<file path="src/rtl/wbuf_pkg.sv">
package wbuf_pkg;

   typedef enum logic {
      DR_IDLE  = 1'b0,
      DR_BURST = 1'b1
   } drain_state_e;

   // bits needed to hold a count from 0 to n
   function automatic int unsigned cnt_w(input int unsigned n);
      return $clog2(n + 1);
   endfunction

endpackage

</file>
<file path="src/rtl/wbuf_dataq.sv">
module wbuf_dataq #(
   parameter int unsigned DATA_W = 32,
   parameter int unsigned DEPTH  = 16,
   localparam int unsigned PW    = (DEPTH > 1) ? $clog2(DEPTH) : 1,
   localparam int unsigned CW    = wbuf_pkg::cnt_w(DEPTH)
) (
   input  logic              clk,
   input  logic              rst_n,
   input  logic              push,
   input  logic [DATA_W-1:0] wdata,
   input  logic              pop,
   output logic [DATA_W-1:0] rdata,
   output logic [CW-1:0]     count
);
   localparam logic [PW-1:0] LAST   = PW'(DEPTH - 1);
   localparam logic [CW-1:0] FULL_C = CW'(DEPTH);

   logic [DATA_W-1:0] mem [DEPTH];
   logic [PW-1:0]     wp, rp, wp_nxt, rp_nxt;

   generate
      if ((1 << PW) == DEPTH) begin : g_pow2
         assign wp_nxt = wp + 1'b1;
         assign rp_nxt = rp + 1'b1;
      end else begin : g_wrap
         assign wp_nxt = (wp == LAST) ? '0 : wp + 1'b1;
         assign rp_nxt = (rp == LAST) ? '0 : rp + 1'b1;
      end
   endgenerate

   always_ff @(posedge clk) begin
      if (push) mem[wp] <= wdata;
   end

   always_ff @(posedge clk) begin
      if (!rst_n) begin
         wp    <= '0;
         rp    <= '0;
         count <= '0;
      end else begin
         if (push) wp <= wp_nxt;
         if (pop)  rp <= rp_nxt;
         count <= count + CW'(push) - CW'(pop);
      end
   end

   assign rdata = mem[rp];

   AST_DQ_NO_OVERFLOW: assert property (@(posedge clk) disable iff (!rst_n)
      push |-> (count < FULL_C || pop));
   AST_DQ_NO_UNDERFLOW: assert property (@(posedge clk) disable iff (!rst_n)
      pop |-> count != '0);

endmodule

</file>
<file path="src/rtl/wbuf_addrq.sv">
module wbuf_addrq #(
   parameter int unsigned ADDR_W  = 30,
   parameter int unsigned DEPTH   = 4,
   parameter int unsigned MAX_RUN = 8,
   localparam int unsigned PW     = (DEPTH > 1) ? $clog2(DEPTH) : 1,
   localparam int unsigned CW     = wbuf_pkg::cnt_w(DEPTH),
   localparam int unsigned LW     = wbuf_pkg::cnt_w(MAX_RUN)
) (
   input  logic              clk,
   input  logic              rst_n,
   input  logic              push,
   input  logic [ADDR_W-1:0] st_addr,
   input  logic              st_new,
   input  logic              head_lock,
   input  logic              pop,
   output logic [ADDR_W-1:0] head_base,
   output logic [LW-1:0]     head_len,
   output logic [CW-1:0]     count,
   output logic              append_ok,
   output logic              tail_growing
);
   localparam logic [PW-1:0] LAST    = PW'(DEPTH - 1);
   localparam logic [LW-1:0] RUN_MAX = LW'(MAX_RUN);
   localparam logic [CW-1:0] ONE_C   = CW'(1);
   localparam logic [CW-1:0] FULL_C  = CW'(DEPTH);

   logic [ADDR_W-1:0] base [DEPTH];
   logic [LW-1:0]     len  [DEPTH];
   logic [PW-1:0]     wp, rp, wp_nxt, rp_nxt, tp;
   logic              seq_hit, do_new, do_app;

   generate
      if ((1 << PW) == DEPTH) begin : g_pow2
         assign wp_nxt = wp + 1'b1;
         assign rp_nxt = rp + 1'b1;
         assign tp     = wp - 1'b1;
      end else begin : g_wrap
         assign wp_nxt = (wp == LAST) ? '0 : wp + 1'b1;
         assign rp_nxt = (rp == LAST) ? '0 : rp + 1'b1;
         assign tp     = (wp == '0) ? LAST : wp - 1'b1;
      end
   endgenerate

   // a store continues the newest run when it lands right after it
   assign seq_hit      = (count != '0) && !st_new && (len[tp] != RUN_MAX) &&
                         (st_addr == base[tp] + ADDR_W'(len[tp]));
   assign append_ok    = seq_hit && !((count == ONE_C) && head_lock);
   assign tail_growing = push && seq_hit && (count == ONE_C);
   assign do_app       = push && append_ok;
   assign do_new       = push && !append_ok;

   always_ff @(posedge clk) begin
      if (do_new) begin
         base[wp] <= st_addr;
         len[wp]  <= LW'(1);
      end
      if (do_app) len[tp] <= len[tp] + LW'(1);
   end

   always_ff @(posedge clk) begin
      if (!rst_n) begin
         wp    <= '0;
         rp    <= '0;
         count <= '0;
      end else begin
         if (do_new) wp <= wp_nxt;
         if (pop)    rp <= rp_nxt;
         count <= count + CW'(do_new) - CW'(pop);
      end
   end

   assign head_base = base[rp];
   assign head_len  = len[rp];

   AST_AQ_NO_OVERFLOW: assert property (@(posedge clk) disable iff (!rst_n)
      do_new |-> (count < FULL_C || pop));
   AST_RUN_BOUND: assert property (@(posedge clk) disable iff (!rst_n)
      (count != '0) |-> (head_len != '0 && head_len <= RUN_MAX));

endmodule

</file>
<file path="src/rtl/wbuf_drain.sv">
module wbuf_drain
   import wbuf_pkg::*;
#(
   parameter int unsigned ADDR_W = 30,
   parameter int unsigned DATA_W = 32,
   parameter int unsigned LW     = 4
) (
   input  logic              clk,
   input  logic              rst_n,
   input  logic              have_entry,
   input  logic              start_ok,
   input  logic [ADDR_W-1:0] head_base,
   input  logic [LW-1:0]     head_len,
   input  logic [DATA_W-1:0] rdata,
   input  logic              bus_ready,
   output logic              bus_valid,
   output logic [ADDR_W-1:0] bus_addr,
   output logic [DATA_W-1:0] bus_data,
   output logic [LW-1:0]     bus_len,
   output logic              bus_last,
   output logic              active,
   output logic              beat_take,
   output logic              burst_end
);
   drain_state_e state;
   logic [LW-1:0] beat;

   assign active    = (state == DR_BURST);
   assign bus_valid = active;
   assign bus_addr  = head_base + ADDR_W'(beat);
   assign bus_data  = rdata;
   assign bus_len   = head_len;
   assign bus_last  = active && (beat == head_len - LW'(1));
   assign beat_take = active && bus_ready;
   assign burst_end = beat_take && bus_last;

   always_ff @(posedge clk) begin
      if (!rst_n) begin
         state <= DR_IDLE;
         beat  <= '0;
      end else begin
         unique case (state)
            DR_IDLE: if (have_entry && start_ok) begin
               state <= DR_BURST;
               beat  <= '0;
            end
            DR_BURST: if (beat_take) begin
               if (bus_last) state <= DR_IDLE;
               else          beat  <= beat + LW'(1);
            end
            default: state <= DR_IDLE;
         endcase
      end
   end

   AST_BUS_HOLD: assert property (@(posedge clk) disable iff (!rst_n)
      (bus_valid && !bus_ready) |=> (bus_valid && $stable(bus_addr) &&
                                     $stable(bus_data) && $stable(bus_len)));
   AST_BURST_STEP: assert property (@(posedge clk) disable iff (!rst_n)
      (bus_valid && bus_ready && !bus_last) |=>
         (bus_valid && bus_addr == $past(bus_addr) + ADDR_W'(1)));

endmodule

</file>
<file path="src/rtl/wbuf_top.sv">
module wbuf_top #(
   parameter int unsigned ADDR_W   = 30,
   parameter int unsigned DATA_W   = 32,
   parameter int unsigned DQ_DEPTH = 16,
   parameter int unsigned AQ_DEPTH = 4,
   parameter int unsigned MAX_RUN  = 8,
   localparam int unsigned LEN_W   = wbuf_pkg::cnt_w(MAX_RUN)
) (
   input  logic              clk,
   input  logic              rst_n,
   input  logic              st_valid,
   output logic              st_ready,
   input  logic [ADDR_W-1:0] st_addr,
   input  logic [DATA_W-1:0] st_data,
   input  logic              st_new,
   input  logic              drain_req,
   output logic              drain_done,
   output logic              bus_valid,
   input  logic              bus_ready,
   output logic [ADDR_W-1:0] bus_addr,
   output logic [DATA_W-1:0] bus_data,
   output logic [LEN_W-1:0]  bus_len,
   output logic              bus_last,
   output logic              wb_empty,
   output logic              wb_full
);
   localparam int unsigned DCW = wbuf_pkg::cnt_w(DQ_DEPTH);
   localparam int unsigned ACW = wbuf_pkg::cnt_w(AQ_DEPTH);
   localparam logic [DCW-1:0] DQ_FULL = DCW'(DQ_DEPTH);
   localparam logic [ACW-1:0] AQ_FULL = ACW'(AQ_DEPTH);

   initial begin
      AST_CFG_RUN: assert (MAX_RUN >= 1 && DQ_DEPTH >= MAX_RUN)
         else $error("data queue must hold at least one full run");
      AST_CFG_ADDR: assert (AQ_DEPTH >= 2)
         else $error("address queue needs two or more entries");
   end

   logic [DCW-1:0]    dq_count;
   logic [ACW-1:0]    aq_count;
   logic [DATA_W-1:0] dq_rdata;
   logic [ADDR_W-1:0] head_base;
   logic [LEN_W-1:0]  head_len;
   logic              append_ok, tail_growing;
   logic              active, beat_take, burst_end;
   logic              drain_pend, blocked, dq_room, aq_room, st_fire;

   assign blocked  = drain_req || drain_pend;
   assign dq_room  = dq_count < DQ_FULL;
   assign aq_room  = aq_count < AQ_FULL;
   assign st_ready = !blocked && dq_room && (append_ok || aq_room);
   assign st_fire  = st_valid && st_ready;

   assign wb_empty   = (aq_count == '0) && (dq_count == '0);
   assign wb_full    = !dq_room || !aq_room;
   assign drain_done = drain_pend && wb_empty;

   always_ff @(posedge clk) begin
      if (!rst_n)          drain_pend <= 1'b0;
      else if (drain_done) drain_pend <= 1'b0;
      else if (drain_req)  drain_pend <= 1'b1;
   end

   wbuf_dataq #(.DATA_W(DATA_W), .DEPTH(DQ_DEPTH)) u_dataq (
      .clk(clk), .rst_n(rst_n), .push(st_fire), .wdata(st_data),
      .pop(beat_take), .rdata(dq_rdata), .count(dq_count)
   );

   wbuf_addrq #(.ADDR_W(ADDR_W), .DEPTH(AQ_DEPTH), .MAX_RUN(MAX_RUN)) u_addrq (
      .clk(clk), .rst_n(rst_n), .push(st_fire), .st_addr(st_addr),
      .st_new(st_new), .head_lock(active), .pop(burst_end),
      .head_base(head_base), .head_len(head_len), .count(aq_count),
      .append_ok(append_ok), .tail_growing(tail_growing)
   );

   wbuf_drain #(.ADDR_W(ADDR_W), .DATA_W(DATA_W), .LW(LEN_W)) u_drain (
      .clk(clk), .rst_n(rst_n), .have_entry(aq_count != '0),
      .start_ok(!tail_growing), .head_base(head_base), .head_len(head_len),
      .rdata(dq_rdata), .bus_ready(bus_ready), .bus_valid(bus_valid),
      .bus_addr(bus_addr), .bus_data(bus_data), .bus_len(bus_len),
      .bus_last(bus_last), .active(active), .beat_take(beat_take),
      .burst_end(burst_end)
   );

   AST_DATA_BACKED: assert property (@(posedge clk) disable iff (!rst_n)
      bus_valid |-> dq_count != '0);
   AST_DONE_PULSE: assert property (@(posedge clk) disable iff (!rst_n)
      drain_done |=> !drain_done);
   AST_EMPTY_IDLE: assert property (@(posedge clk) disable iff (!rst_n)
      wb_empty |-> !bus_valid);

endmodule

</file>
<file path="config.mk">
export PLATFORM = sky130hd
export DESIGN_NAME = wbuf_top
export DESIGN_NICKNAME = d
export VERILOG_FILES = /design/src/rtl/wbuf_pkg.sv /design/src/rtl/wbuf_dataq.sv /design/src/rtl/wbuf_addrq.sv /design/src/rtl/wbuf_drain.sv /design/src/rtl/wbuf_top.sv
export SDC_FILE = /design/constraint.sdc
export NUM_CORES = 1
export LEC_CHECK = 0
export ABC_AREA = 1
export ABC_CLOCK_PERIOD_IN_PS = 8400
export BUFFER_PORTS_ARGS = -buffer_cell sky130_fd_sc_hd__buf_2
export CORE_UTILIZATION = 55
export DETAILED_ROUTE_END_ITERATION = 12
export PLACE_DENSITY = 0.74
export SYNTH_ARGS = -nofsm -noshare
export SYNTH_HDL_FRONTEND = slang
export SYNTH_SLANG_ARGS = --single-unit
</file>
<file path="constraint.sdc">
create_clock -name clk -period 8.4 [get_ports clk]
set_clock_uncertainty 0.05 [all_clocks]
set_input_delay 0 -clock clk [delete_from_list [all_inputs] [get_ports clk]]
set_output_delay 0 -clock clk [all_outputs]
set_load 0.05 [all_outputs]
</file>
==> results.tsv, run 1 <==
stage	metric	value	unit
run_status	status	finished, final reports clean	
critical_path	CP arrival	6.80	ns
global_route	total gr overflow	0	
die	Initial Util	55.7	%
cells_and_area	Filler cells	4130	
sta	Tcrit/Tclk final	78.9	%
global_route	busiest metal layer after global routing	met2	
logic_synthesis	syn_area_per_cell	11.5	µm²
route	DRT Pass-1 Iters	6	
critical_path	worst stage delay on the critical path	0.98	ns
clock_tree	Root Buffer	clkbuf_16	
worst_hold_path	Hold Path Class	input pin to flip-flop	
global_route	first-pass GRT wire length	114000	µm
cells_and_area	FF/Latch Area	20100	µm²
route	Post-DRT Antenna Nets	0	
route	initial drt markers	2251	
die	Boundary Pins	140	
clock_tree	Max clock buf depth	3	
logic_synthesis	post-synthesis xor/xnor area fraction	1.99	%
logic_synthesis	synth warn	0	
logic_synthesis	#FFs+latches synth	680	
clock_tree	Post-CTS Resized	0	
sta	Fin Setup TNS	0	ns
logic_synthesis	ys async rst share	0	%
die	Die Y	238	µm
clock_tree	Sink Count	680	
critical_path	WS Path Type	flip-flop to flip-flop	
die	Die X	238	µm
power_and_ir_drop	power per standard cell area	255	nW/µm²
logic_synthesis	Adder-Cell Fraction of Synth Area	1.44	%
sta	setup violators final	0	
route	DR vias	21000	
die	Core Footprint	55200	µm²
route	DRC viols	0	
die	die area	56800	µm²
global_route	GR met2 Demand/Resource	43.5	%
power_and_ir_drop	maximum VDD drop	0.232	mV
power_and_ir_drop	total power	0.00892	W
critical_path	WP depth	23	
clock_tree	CTS tree	done	
sta	Max Clk Rate	0.151	GHz
global_route	global-route usage over all layers	26.1	%
clock_tree	H-tree Lvls	3	
logic_synthesis	mux cell area share after synthesis	4.17	%
critical_path	endpoint type of the worst setup path	flip-flop	
logic_synthesis	Synth Flop Type	edfxtp_1	
critical_path	family with the most delay on the worst path	simple AND/OR/NAND/NOR gates	
critical_path	WP buf/inv	3	
clock_tree	cts bufs inserted	70	
critical_path	Max stage delay cell, worst path	nor2_4	
logic_synthesis	largest family of logic cells by synthesized area	simple AND/OR/NAND/NOR gates	
worst_hold_path	Worst Hold Path Cells	2	
logic_synthesis	Post-synth EDFFs	648	
critical_path	most frequent cell on the critical path	nand3_1	
cells_and_area	combined area of the multi-input logic cells	9260	µm²
global_route	largest net degree at the start of global routing	208	
global_route	met1 Usage GRT	34.7	%
placed_design	Buffers on Ports	139	
sta	RSZ-0062 raised after global routing	false	
critical_path	CP cell instances	inv_4, ha_1, inv_2, buf_4, o21ai_0, o22ai_1, ha_1, fa_1, nand3_1, nand3_1, nand3_1, nor2_1, nand2_2, nor2_8, nand3_1, xor2_1, nand3_1, nor2_1, nand2_2, nand2_1, and3_1, nand2_1, nor2_4	
placed_design	DP HPWL	45000	µm
cells_and_area	Final nets	2933	
critical_path	Worst R2R Path Depth	23	
clock_tree	Clk pin slew, worst setup/hold paths	0.06	ns
logic_synthesis	syn nets	2773	
global_route	met3 Usage GRT	4.38	%
cells_and_area	layout cells sized above 1	11.4	%
route	DR WL/cell	20.4	µm
cells_and_area	Syn-to-layout area delta	13.7	%
power_and_ir_drop	Leakage Power	12.5	nW
route	Vias/cell	5.78	
logic_synthesis	Yosys cell types	51	
global_route	initial antenna violation count	2	
sta	Final Hold Fails	0	
logic_synthesis	sequential share of the synthesized area	65.4	%
logic_synthesis	simple-gate share of the synthesized area	11.5	%
logic_synthesis	Post-Synthesis Cells	2672	
clock_tree	Worst-Skew Late Latency	0.62	ns
job	max-cap violation count	0	
critical_path	startpoint types	flip-flop	
critical_path	CP required	8.57	ns
sta	Pins Over Slew Limit	0	
logic_synthesis	Synth Cell Area	30700	µm²
logic_synthesis	compound-gate portion of the synthesized area	10.6	%
global_route	vias in the first global route	20300	
sta	slew margin rel.	20.1	%
route	Total Routed Length	74200	µm
sta	Final min period	6.63	ns
placed_design	Placer Congestion	0.868	
critical_path	CP max FO	75	
die	Cell Rows	86	
sta	Slew @ Worst Pin	1.20	ns
==> sequential cells by signal (all words and copies together), names as in the netlist, named ones only <==
name / cells
u_dataq.mem: 512
u_addrq.base: 120
u_addrq.len: 16
u_dataq.count: 5
u_dataq.rp: 4
u_dataq.wp: 4
u_drain.beat: 4
u_addrq.count: 3
u_addrq.rp: 2
u_addrq.wp: 2
drain_pend: 1
u_drain.active: 1
==> final timing paths <==
| check | startpoint | to | slack [ns] |
|---|---|---|---|
| max | u_addrq.wp[0] | u_dataq.mem[0][24] | 1.77 |
| max reg2reg | u_addrq.wp[0] | u_dataq.mem[0][24] | 1.77 |
| min reg2reg | u_addrq.rp[0] | flip-flop | 0.43 |
| min | st_addr[18] | u_addrq.base[1][18] | 0.11 |
==> timing repair <==
action / in CTS / in global routing
hold buffers: 67 / 0
buffers inserted: 0 / 0
endpoints found under the hold margin: 661 / 0
==> cell families (layout without fill, tap and decap cells) <==
family | Yosys count | after routing
and+or+nand+nor | 824 | 824
DFF | 680 | 680
AOI/OAI and AO/OA | 562 | 562
buffers and inverters | 376 | 589
muxes | 128 | 128
xor gates and xnor gates | 69 | 69
adders and majority gates | 33 | 33
other | 0 | 1
==> per-stage QoR <==
| step | setup WS (ns) | hold slack (ns) | cell area, µm² | std cells | util, % |
|---|---|---|---|---|---|
| 6_report | 1.77 | 0.112 | 35000 | 3634 | 63.3 |
| 5_1_grt | 1.22 | 0.108 | 34900 | 3633 | 63.3 |
| 4_1_cts | 1.76 | 0.0863 | 34900 | 3633 | 63.3 |
| 3_5_place_dp | 1.78 | 0.205 | 32100 | 3441 | 58.1 |
| 3_3_place_gp | 1.99 | 0.196 | 32100 | 3441 | 58.1 |
| 2_1_floorplan | 1.65 | 0.0489 | 30700 | 2672 | - |
==> cell usage after synthesis, types with 4 or more instances <==
| cell | instances | area, µm² |
|---|---|---|
| xor2_1 | 52 | 455 |
| a32oi_1 | 14 | 123 |
| nand2_1 | 445 | 1670 |
| nand4_1 | 16 | 100 |
| edfxtp_1 | 648 | 19500 |
| clkbuf_1 | 88 | 330 |
| inv_2 | 4 | 15.0 |
| buf_1 | 22 | 82.6 |
| buf_2 | 15 | 75.1 |
| a21oi_1 | 171 | 856 |
| buf_6 | 7 | 78.8 |
| nor2_2 | 12 | 75.1 |
| nor2_4 | 5 | 56.3 |
| o21ai_0 | 215 | 1080 |
| ha_1 | 29 | 363 |
| nor2_1 | 165 | 619 |
| inv_1 | 231 | 867 |
| mux2i_1 | 128 | 1280 |
| nand3_1 | 137 | 686 |
| and3_1 | 7 | 43.8 |
| nand2_2 | 11 | 68.8 |
| xnor2_1 | 16 | 140 |
| dfxtp_1 | 32 | 641 |
| nand3b_1 | 7 | 52.6 |
| o22ai_1 | 16 | 100 |
| fa_1 | 4 | 80.1 |
| buf_4 | 6 | 45.0 |
| o211ai_1 | 129 | 968 |
| nor3_1 | 8 | 40.0 |
==> where the power goes <==
part           internal, W  total [W]  switching (W)
clock network      0.00170    0.00298        0.00128
registers          0.00380    0.00387      0.0000723
logic             0.000603    0.00207        0.00147
==> cell type report <==
type                    instances  share of cell area, %
multi-input cells            1616                   26.5
diodes                          1                0.00716
inverters                     237                   2.56
well taps                     748                   2.68
clock inverters                40                   1.05
flip-flops and latches        680                   57.5
clock buffers                  85                   5.26
repair buffers                227                   4.40
==> worst register-to-register path, cell delays in order, from the launching register on <==
cell     delay (ns)
dfxtp_2        0.33
inv_4          0.51
ha_1           0.38
inv_2          0.09
buf_4          0.43
o21ai_0        0.17
o22ai_1        0.18
ha_1           0.22
fa_1           0.28
nand3_1        0.11
nand3_1        0.15
nand3_1        0.14
nor2_1         0.26
nand2_2        0.16
nor2_8         0.19
nand3_1        0.11
xor2_1         0.19
nand3_1        0.11
nor2_1         0.14
nand2_2        0.14
nand2_1        0.11
and3_1         0.42
nand2_1        0.35
nor2_4         0.99
==> routing by layer <==
metal,vias up,routed length (µm)
met2,833,36000
met1,10200,30900
met3,130,5080
met5,-,13
met4,2,2240
li1,9837,-
==> layout by cell type, fill, tap and decap left out, types with 12 or more instances in the layout <==
cell type	instances
edfxtp_1	648
nand2_1	445
inv_1	230
o21ai_0	215
a21oi_1	171
nor2_1	145
buf_2	139
nand3_1	137
o211ai_1	129
mux2i_1	128
clkbuf_16	71
dlygate4sd3_1	67
xor2_1	52
ha_1	29
dfxtp_1	26
nor2_4	25
buf_4	20
nand4_1	16
xnor2_1	16
o22ai_1	16
clkinv_1	14
a32oi_1	14
clkbuf_1	13
nor2_2	12
clkinv_2	12
No activity file was read; power rests on OpenSTA's default activity.
==> run 2: changes to the inputs <==
Settings changed: ABC_AREA 1 to 0, ABC_CLOCK_PERIOD_IN_PS 8400 to 6310, PLACE_DENSITY 0.74 to 0.75.
Clock period 8.4 ns to 6.31 ns, I/O delays scaled along.
==> run 2 against run 1 <==
Against the previous run: utilization is 1.6 points higher; final area down 4.7%; wire length decreased by 14%; hold slack worse by 0.0053 ns; clock-buffer cell count rose by 5; first-iteration DRC count decreased by 31%.
==> results.tsv, run 2 <==
stage	metric	value	unit	change
placed_design	pre-CTS WS	0.215	ns	was 1.78 ns
logic_synthesis	ys async rst share	0	%	unchanged
power_and_ir_drop	Leakage Power	10.6	nW	was 12.5 nW
sta	PnR worst setup slack	0.244	ns	was 1.77 ns
global_route	global-route usage over all layers	24.8	%	was 26.1%
sta	setup violators final	0		unchanged
die	Die Y	230	µm	was 238 µm
cells_and_area	largest registers	u_dataq.mem: 512 flops, u_addrq.base: 120 flops, u_addrq.len: 16 flops		unchanged
route	DRT Pass-1 Iters	5		was 6
cells_and_area	combined area of the multi-input logic cells	8340	µm²	was 9260 µm²
logic_synthesis	sequential share of the synthesized area	70.3	%	was 65.4%
cells_and_area	FF/Latch Area	20100	µm²	unchanged
route	Total Routed Length	64000	µm	was 74200 µm
cells_and_area	layout cells sized above 1	31.6	%	was 11.4%
sta	worst hold slack	0.107	ns	was 0.112 ns
global_route	initial antenna violation count	7		was 2
clock_tree	CTS tree	done		unchanged
clock_tree	Max clock buf depth	3		unchanged
critical_path	CP max FO	32		was 75
logic_synthesis	synth top area cells	edfxtp_1, mux4_2, dfxtp_1		was edfxtp_1, nand2_1, mux2i_1
run_status	status	finished, final reports clean		unchanged
sta	slew margin rel.	28.5	%	was 20.1%
die	Core Footprint	51300	µm²	was 55200 µm²
placed_design	Buffers on Ports	139		unchanged
global_route	first-pass GRT wire length	96200	µm	was 114000 µm
route	Post-DRT Antenna Nets	0		unchanged
cells_and_area	cell area after layout	33300	µm²	was 35000 µm²
clock_tree	cts bufs inserted	68		was 70
logic_synthesis	syn_area_per_cell	20.1	µm²	was 11.5 µm²
logic_synthesis	Yosys cell types	60		was 51
critical_path	R2R Path End	u_dataq.mem[9][30]		was u_dataq.mem[0][24]
cells_and_area	most frequent cells in the layout	edfxtp_1, mux4_2, buf_2, xnor2_1, clkbuf_16		was edfxtp_1, nand2_1, inv_1, o21ai_0, a21oi_1
cells_and_area	Reg with most FFs	u_dataq.mem		unchanged
cells_and_area	Final nets	1781		was 2933
logic_synthesis	Synth Flop Type	edfxtp_1		unchanged
placed_design	Post-DP Area	30500	µm²	was 32100 µm²
critical_path	startpoint types	flip-flop		unchanged
logic_synthesis	Synth Cell Area	28600	µm²	was 30700 µm²
worst_hold_path	Worst Hold Path Cells	5		was 2
die	die area	52900	µm²	was 56800 µm²
critical_path	CP arrival	6.24	ns	was 6.80 ns
placed_design	DP HPWL	40700	µm	was 45000 µm
die	Boundary Pins	140		unchanged
logic_synthesis	Post-Synthesis Cells	1423		was 2672
sta	Pins Over Slew Limit	0		unchanged
power_and_ir_drop	maximum VDD drop	0.237	mV	was 0.232 mV
clock_tree	Clk pin slew, worst setup/hold paths	0.06	ns	about the same
cells_and_area	max reg flops	512		unchanged
critical_path	endpoint type of the worst setup path	flip-flop		unchanged
route	Vias/cell	6.17		was 5.78
global_route	largest net degree at the start of global routing	68		was 208
sta	Max Clk Rate	0.165	GHz	was 0.151 GHz
sta	Final Hold Fails	0		unchanged
global_route	vias in the first global route	15400		was 20300
power_and_ir_drop	total power	0.0106	W	was 0.00892 W
clock_tree	H-tree Lvls	3		unchanged
cells_and_area	commonest non-fill, non-tap cell in the layout	edfxtp_1		unchanged
cells_and_area	Syn-to-layout area delta	16.5	%	was 13.7%
critical_path	Worst R2R Path Depth	16		was 23
clock_tree	Sink Count	680		unchanged
global_route	total gr overflow	0		unchanged
clock_tree	Root Buffer	clkbuf_16		unchanged
placed_design	Placer Congestion	0.925		was 0.868
route	DR vias	14900		was 21000
cells_and_area	Filler cells	3398		was 4130
route	initial drt markers	1549		was 2251
logic_synthesis	synth warn	0		unchanged
sta	Tcrit/Tclk final	96.1	%	was 78.9%
die	Die X	230	µm	was 238 µm
sta	Final min period	6.07	ns	was 6.63 ns
logic_synthesis	post-synth top area share	68.1	%	was 63.3%
critical_path	worst r2r src	u_addrq.wp[1]		was u_addrq.wp[0]
logic_synthesis	#FFs+latches synth	680		unchanged
logic_synthesis	synth cell count leaders	edfxtp_1, mux4_2, xnor2_1		was edfxtp_1, nand2_1, inv_1
power_and_ir_drop	power per standard cell area	318	nW/µm²	was 255 nW/µm²
critical_path	CP Capture Point	u_dataq.mem[9][30]		was u_dataq.mem[0][24]
logic_synthesis	Post-synth EDFFs	648		unchanged
sta	Fin Setup TNS	0	ns	unchanged
critical_path	crit path launch	u_addrq.wp[1]		was u_addrq.wp[0]
route	DRC viols	0		unchanged
sta	RSZ-0062 raised after global routing	false		unchanged
critical_path	WS Path Type	flip-flop to flip-flop		unchanged
critical_path	CP required	6.48	ns	was 8.57 ns
sta	Slew @ Worst Pin	1.07	ns	was 1.20 ns
job	max-cap violation count	0		unchanged
logic_synthesis	top-count cell post-synth	edfxtp_1		unchanged
logic_synthesis	Synth area leader	edfxtp_1		unchanged
worst_hold_path	Hold Path Class	input pin to flip-flop		unchanged
critical_path	R2R Setup Slk	0.24	ns	was 1.77 ns
die	Cell Rows	83		was 86
clock_tree	Worst-Skew Late Latency	0.60	ns	was 0.62 ns
die	Initial Util	55.7	%	about the same
logic_synthesis	syn nets	1524		was 2773
route	DR WL/cell	26.5	µm	was 20.4 µm
==> run 2: cells by family (layout without fill, tap and decap cells) <==
| family | Yosys count | in the layout | share of synthesized area [%] |
|---|---|---|---|
| other | 0 | 4 | 0 |
| AO/OA/AOI/OAI | 60 | 60 | 1.44 |
| XOR/XNOR | 92 | 92 | 2.82 |
| multiplexers | 232 | 232 | 18.1 |
| flip-flops | 680 | 680 | 70.3 |
| adder cells (fa/ha/maj) | 33 | 33 | 1.55 |
| AND/OR/NAND/NOR | 233 | 233 | 4.49 |
| buffers and inverters | 93 | 404 | 1.33 |
==> run 2: worst min path at each step <==
stage | from | endpoint | slack, ns
after floorplan | st_addr[0] | u_addrq.base[0][0] | 0.05
after global placement | st_addr[10] | u_addrq.base[1][10] | 0.18
after detailed placement | st_addr[10] | u_addrq.base[1][10] | 0.18
final | st_valid | u_dataq.count[0] | 0.11
after global routing | st_addr[10] | u_addrq.base[1][10] | 0.12
after CTS | st_valid | u_dataq.count[0] | 0.06
==> run 2: area by class of cell <==
class                           instances  share of cell area [%]
Multi-Input combinational cell        650                    25.0
Clock inverter                         34                   0.826
Inverter                               33                   0.387
Clock buffer                           90                    5.64
Tap cell                              680                    2.55
Timing Repair Buffer                  247                    5.16
Antenna cell                            4                  0.0300
Sequential cell                       680                    60.4
==> run 2: timing repair <==
| item | in CTS | in global routing |
|---|---|---|
| resized for setup | 0 | 5 |
| hold endpoints to repair | 664 | 0 |
| setup endpoints to repair | 0 | 129 |
| hold buffers | 67 | 0 |
| buffers inserted | 0 | 0 |
==> run 2: power by group <==
group	internal [W]	switching, W	total, W	leakage (nW)
sequential	0.00503	0.0000800	0.00511	6.12
clock	0.00224	0.00166	0.00390	1.05
combinational	0.000625	0.000958	0.00158	3.43
==> run 2: metal layers <==
metal	part of all wire [%]	wire, µm	global-route usage (%)
met3	7.7	4930	5.06
met5	0.012	8	0
met4	1.4	871	6.11
met1	42	26900	35.9
met2	49	31300	39.1
==> run 2: metrics by stage <==
step | cells | util, %
global placement | 2223 | 59.4
detailed placement | 2223 | 59.4
finish | 2418 | 64.9
floorplan | 1423 | -
CTS | 2414 | 64.9
global route | 2417 | 64.9
==> run 2: critical path, stage by stage, from the launching register on <==
cell and delay [ns]:
dfxtp_1 0.44, inv_1 0.16, ha_4 0.48, mux4_2 0.42, ha_1 0.38, a21o_1 0.19, a21oi_4 0.10, or4b_4 0.63
o41ai_1 0.40, nand3_1 0.15, or4_4 0.57, nor4_4 0.43, a31o_2 0.33, buf_4 0.27, nand2_8 0.10, nor2_4 0.08
buf_4 0.43
==> run 3: changes to the inputs <==
Settings changed: ABC_AREA 0 to 1, PLACE_DENSITY 0.75 to 0.74.
==> run 3 against run 2 <==
Against the previous run: via count grew 43%; cell count increased by 52%; total power increased by 12%; clock power about the same; critical path depth grew 7; combinational power increased by 74%; largest power group unchanged; final area increased by 6.4%; highest routed layer unchanged.
==> results.tsv, run 3 (synthesis gave the netlist of run 1 again) <==
stage	metric	value	unit	change
run_status	status	finished, final reports clean		unchanged
clock_tree	cts bufs inserted	69		was 68
placed_design	Placer Congestion	0.886		was 0.925
route	Total Routed Length	75800	µm	was 64000 µm
clock_tree	CTS tree	done		unchanged
global_route	global-route usage over all layers	26.9	%	was 24.8%
cells_and_area	post-layout util	64.2	%	was 64.9%
critical_path	startpoint types	flip-flop		unchanged
sta	Slew @ Worst Pin	1.20	ns	was 1.07 ns
route	initial drt markers	2004		was 1549
sta	RSZ-0062 raised after global routing	false		unchanged
placed_design	Post-DP Area	32400	µm²	was 30500 µm²
sta	Final Hold Fails	0		unchanged
sta	Fin Setup TNS	0	ns	unchanged
clock_tree	Max clock buf depth	3		unchanged
cells_and_area	Reg with most FFs	u_dataq.mem		unchanged
cells_and_area	layout cells sized above 1	12.7	%	was 31.6%
sta	Tcrit/Tclk final	91.0	%	was 96.1%
power_and_ir_drop	maximum VDD drop	0.369	mV	was 0.237 mV
worst_hold_path	Hold Path Class	input pin to flip-flop		unchanged
sta	slew margin rel.	19.9	%	was 28.5%
cells_and_area	largest registers	u_dataq.mem: 512 flops, u_addrq.base: 120 flops, u_addrq.len: 16 flops		unchanged
global_route	first-pass GRT wire length	117000	µm	was 96200 µm
route	DR vias	21300		was 14900
die	die area	56800	µm²	was 52900 µm²
route	DR WL/cell	20.6	µm	was 26.5 µm
die	Initial Util	55.7	%	about the same
clock_tree	H-tree Lvls	3		unchanged
power_and_ir_drop	power per standard cell area	334	nW/µm²	was 318 nW/µm²
clock_tree	Worst-Skew Late Latency	0.62	ns	was 0.60 ns
cells_and_area	cell area after layout	35500	µm²	was 33300 µm²
die	Die X	238	µm	was 230 µm
global_route	total gr overflow	0		unchanged
sta	Max Clk Rate	0.174	GHz	was 0.165 GHz
placed_design	Buffers on Ports	139		unchanged
placed_design	DP HPWL	46100	µm	was 40700 µm
route	DRC viols	0		unchanged
power_and_ir_drop	Leakage Power	12.8	nW	was 10.6 nW
die	Cell Rows	86		was 83
cells_and_area	commonest non-fill, non-tap cell in the layout	edfxtp_1		unchanged
clock_tree	Root Buffer	clkbuf_16		unchanged
cells_and_area	Syn-to-layout area delta	15.4	%	was 16.5%
cells_and_area	max reg flops	512		unchanged
cells_and_area	Final nets	2976		was 1781
clock_tree	Clk pin slew, worst setup/hold paths	0.06	ns	about the same
sta	Pins Over Slew Limit	0		unchanged
route	DRT Pass-1 Iters	5		unchanged
critical_path	CP max FO	41		was 32
job	max-cap violation count	0		unchanged
sta	setup violators final	0		unchanged
critical_path	endpoint type of the worst setup path	flip-flop		unchanged
critical_path	CP arrival	5.99	ns	was 6.24 ns
route	Vias/cell	5.80		was 6.17
die	Die Y	238	µm	was 230 µm
sta	Final min period	5.74	ns	was 6.07 ns
die	Boundary Pins	140		unchanged
critical_path	CP required	6.55	ns	was 6.48 ns
cells_and_area	most frequent cells in the layout	edfxtp_1, nand2_1, inv_1, o21ai_0, a21oi_1		was edfxtp_1, mux4_2, buf_2, xnor2_1, clkbuf_16
route	Post-DRT Antenna Nets	0		unchanged
critical_path	WS Path Type	flip-flop to flip-flop		unchanged
global_route	vias in the first global route	20900		was 15400
global_route	initial antenna violation count	1		was 7
die	Core Footprint	55200	µm²	was 51300 µm²
clock_tree	Sink Count	680		unchanged
global_route	largest net degree at the start of global routing	207		was 68
-- run 3: changes by cell type in the layout (fill, tap and decap cells not counted), moves of 119 or more --
cell / delta
mux4_2: -227
mux2i_1: +124
inv_1: +198
o211ai_1: +125
nor2_1: +119
o21ai_0: +204
nand2_1: +401
a21oi_1: +164
-- run 3: what timing repair did --
item,CTS,global route
resized for setup,0,4
setup buffers,0,26
hold buffers,67,0
endpoints found under the setup margin,0,554
hold endpoints to repair,656,0
-- run 3: final timing paths --
kind	from	endpoint	slack, ns	cells past startpoint
worst max-delay path	u_addrq.wp[0]	u_dataq.mem[0][6]	0.57	23
worst min-delay path	st_addr[20]	u_addrq.base[1][20]	0.11	2
worst max register to register	u_addrq.wp[0]	u_dataq.mem[0][6]	0.57	23
worst min register to register	u_addrq.rp[0]	flip-flop	0.41	2
-- run 3: power by group --
part | total (W) | internal (W) | switching (W) | leakage (nW)
registers | 0.00515 | 0.00505 | 0.000101 | 6.10
logic | 0.00275 | 0.000814 | 0.00194 | 5.62
clock network | 0.00393 | 0.00222 | 0.00170 | 1.06
total | 0.0118 | 0.00809 | 0.00374 | 12.8
-- run 3: final cells by class --
type	count	area, µm²
Clock inverter	33	303
Timing Repair Buffer	271	2080
Antenna cell	1	2.50
Fill cell	4081	19700
Tap cell	748	936
Multi-Input combinational cell	1616	9270
Inverter	237	895
Sequential cell	680	20100
Clock buffer	95	1870
-- run 3: critical path, cell delays in order, from the launching register on --
cell and delay (ns):
dfxtp_2 0.49, inv_4 0.09, ha_1 0.32, buf_4 0.41
o21ai_0 0.17, o22ai_1 0.19, ha_1 0.21, fa_1 0.26
nand3_1 0.11, nand3_1 0.16, nand3_1 0.15, nor2_1 0.27
nand2_2 0.16, nor2_8 0.19, nand3_1 0.11, xor2_1 0.21
nand3_1 0.11, nor2_1 0.14, nand2_2 0.12, nand2_1 0.10
and3_2 0.36, nand2_1 0.31, nor2_4 0.40, buf_12 0.28
-- run 3: metrics by stage --
step                      setup slack (ns)  hold WS, ns  instances  power [W]
final                                0.566        0.113       3681     0.0118
after global routing                0.0689        0.127       3680     0.0123
after CTS                            0.145        0.103       3654     0.0119
after global placement               0.402        0.198       3459    0.00790
after detailed placement             0.171        0.206       3459    0.00794
after floorplan                     -0.440       0.0489       2672    0.00724
-- run 3: per-layer routing --
metal | vias up | GRT usage [%] | share of wire [%]
li1 | 9921 | - | -
met1 | 10500 | 35.7 | 41
met2 | 850 | 45.7 | 50
met3 | 115 | 3.79 | 6.6
met4 | 2 | 8.68 | 2.2
met5 | - | 0 | 0.017
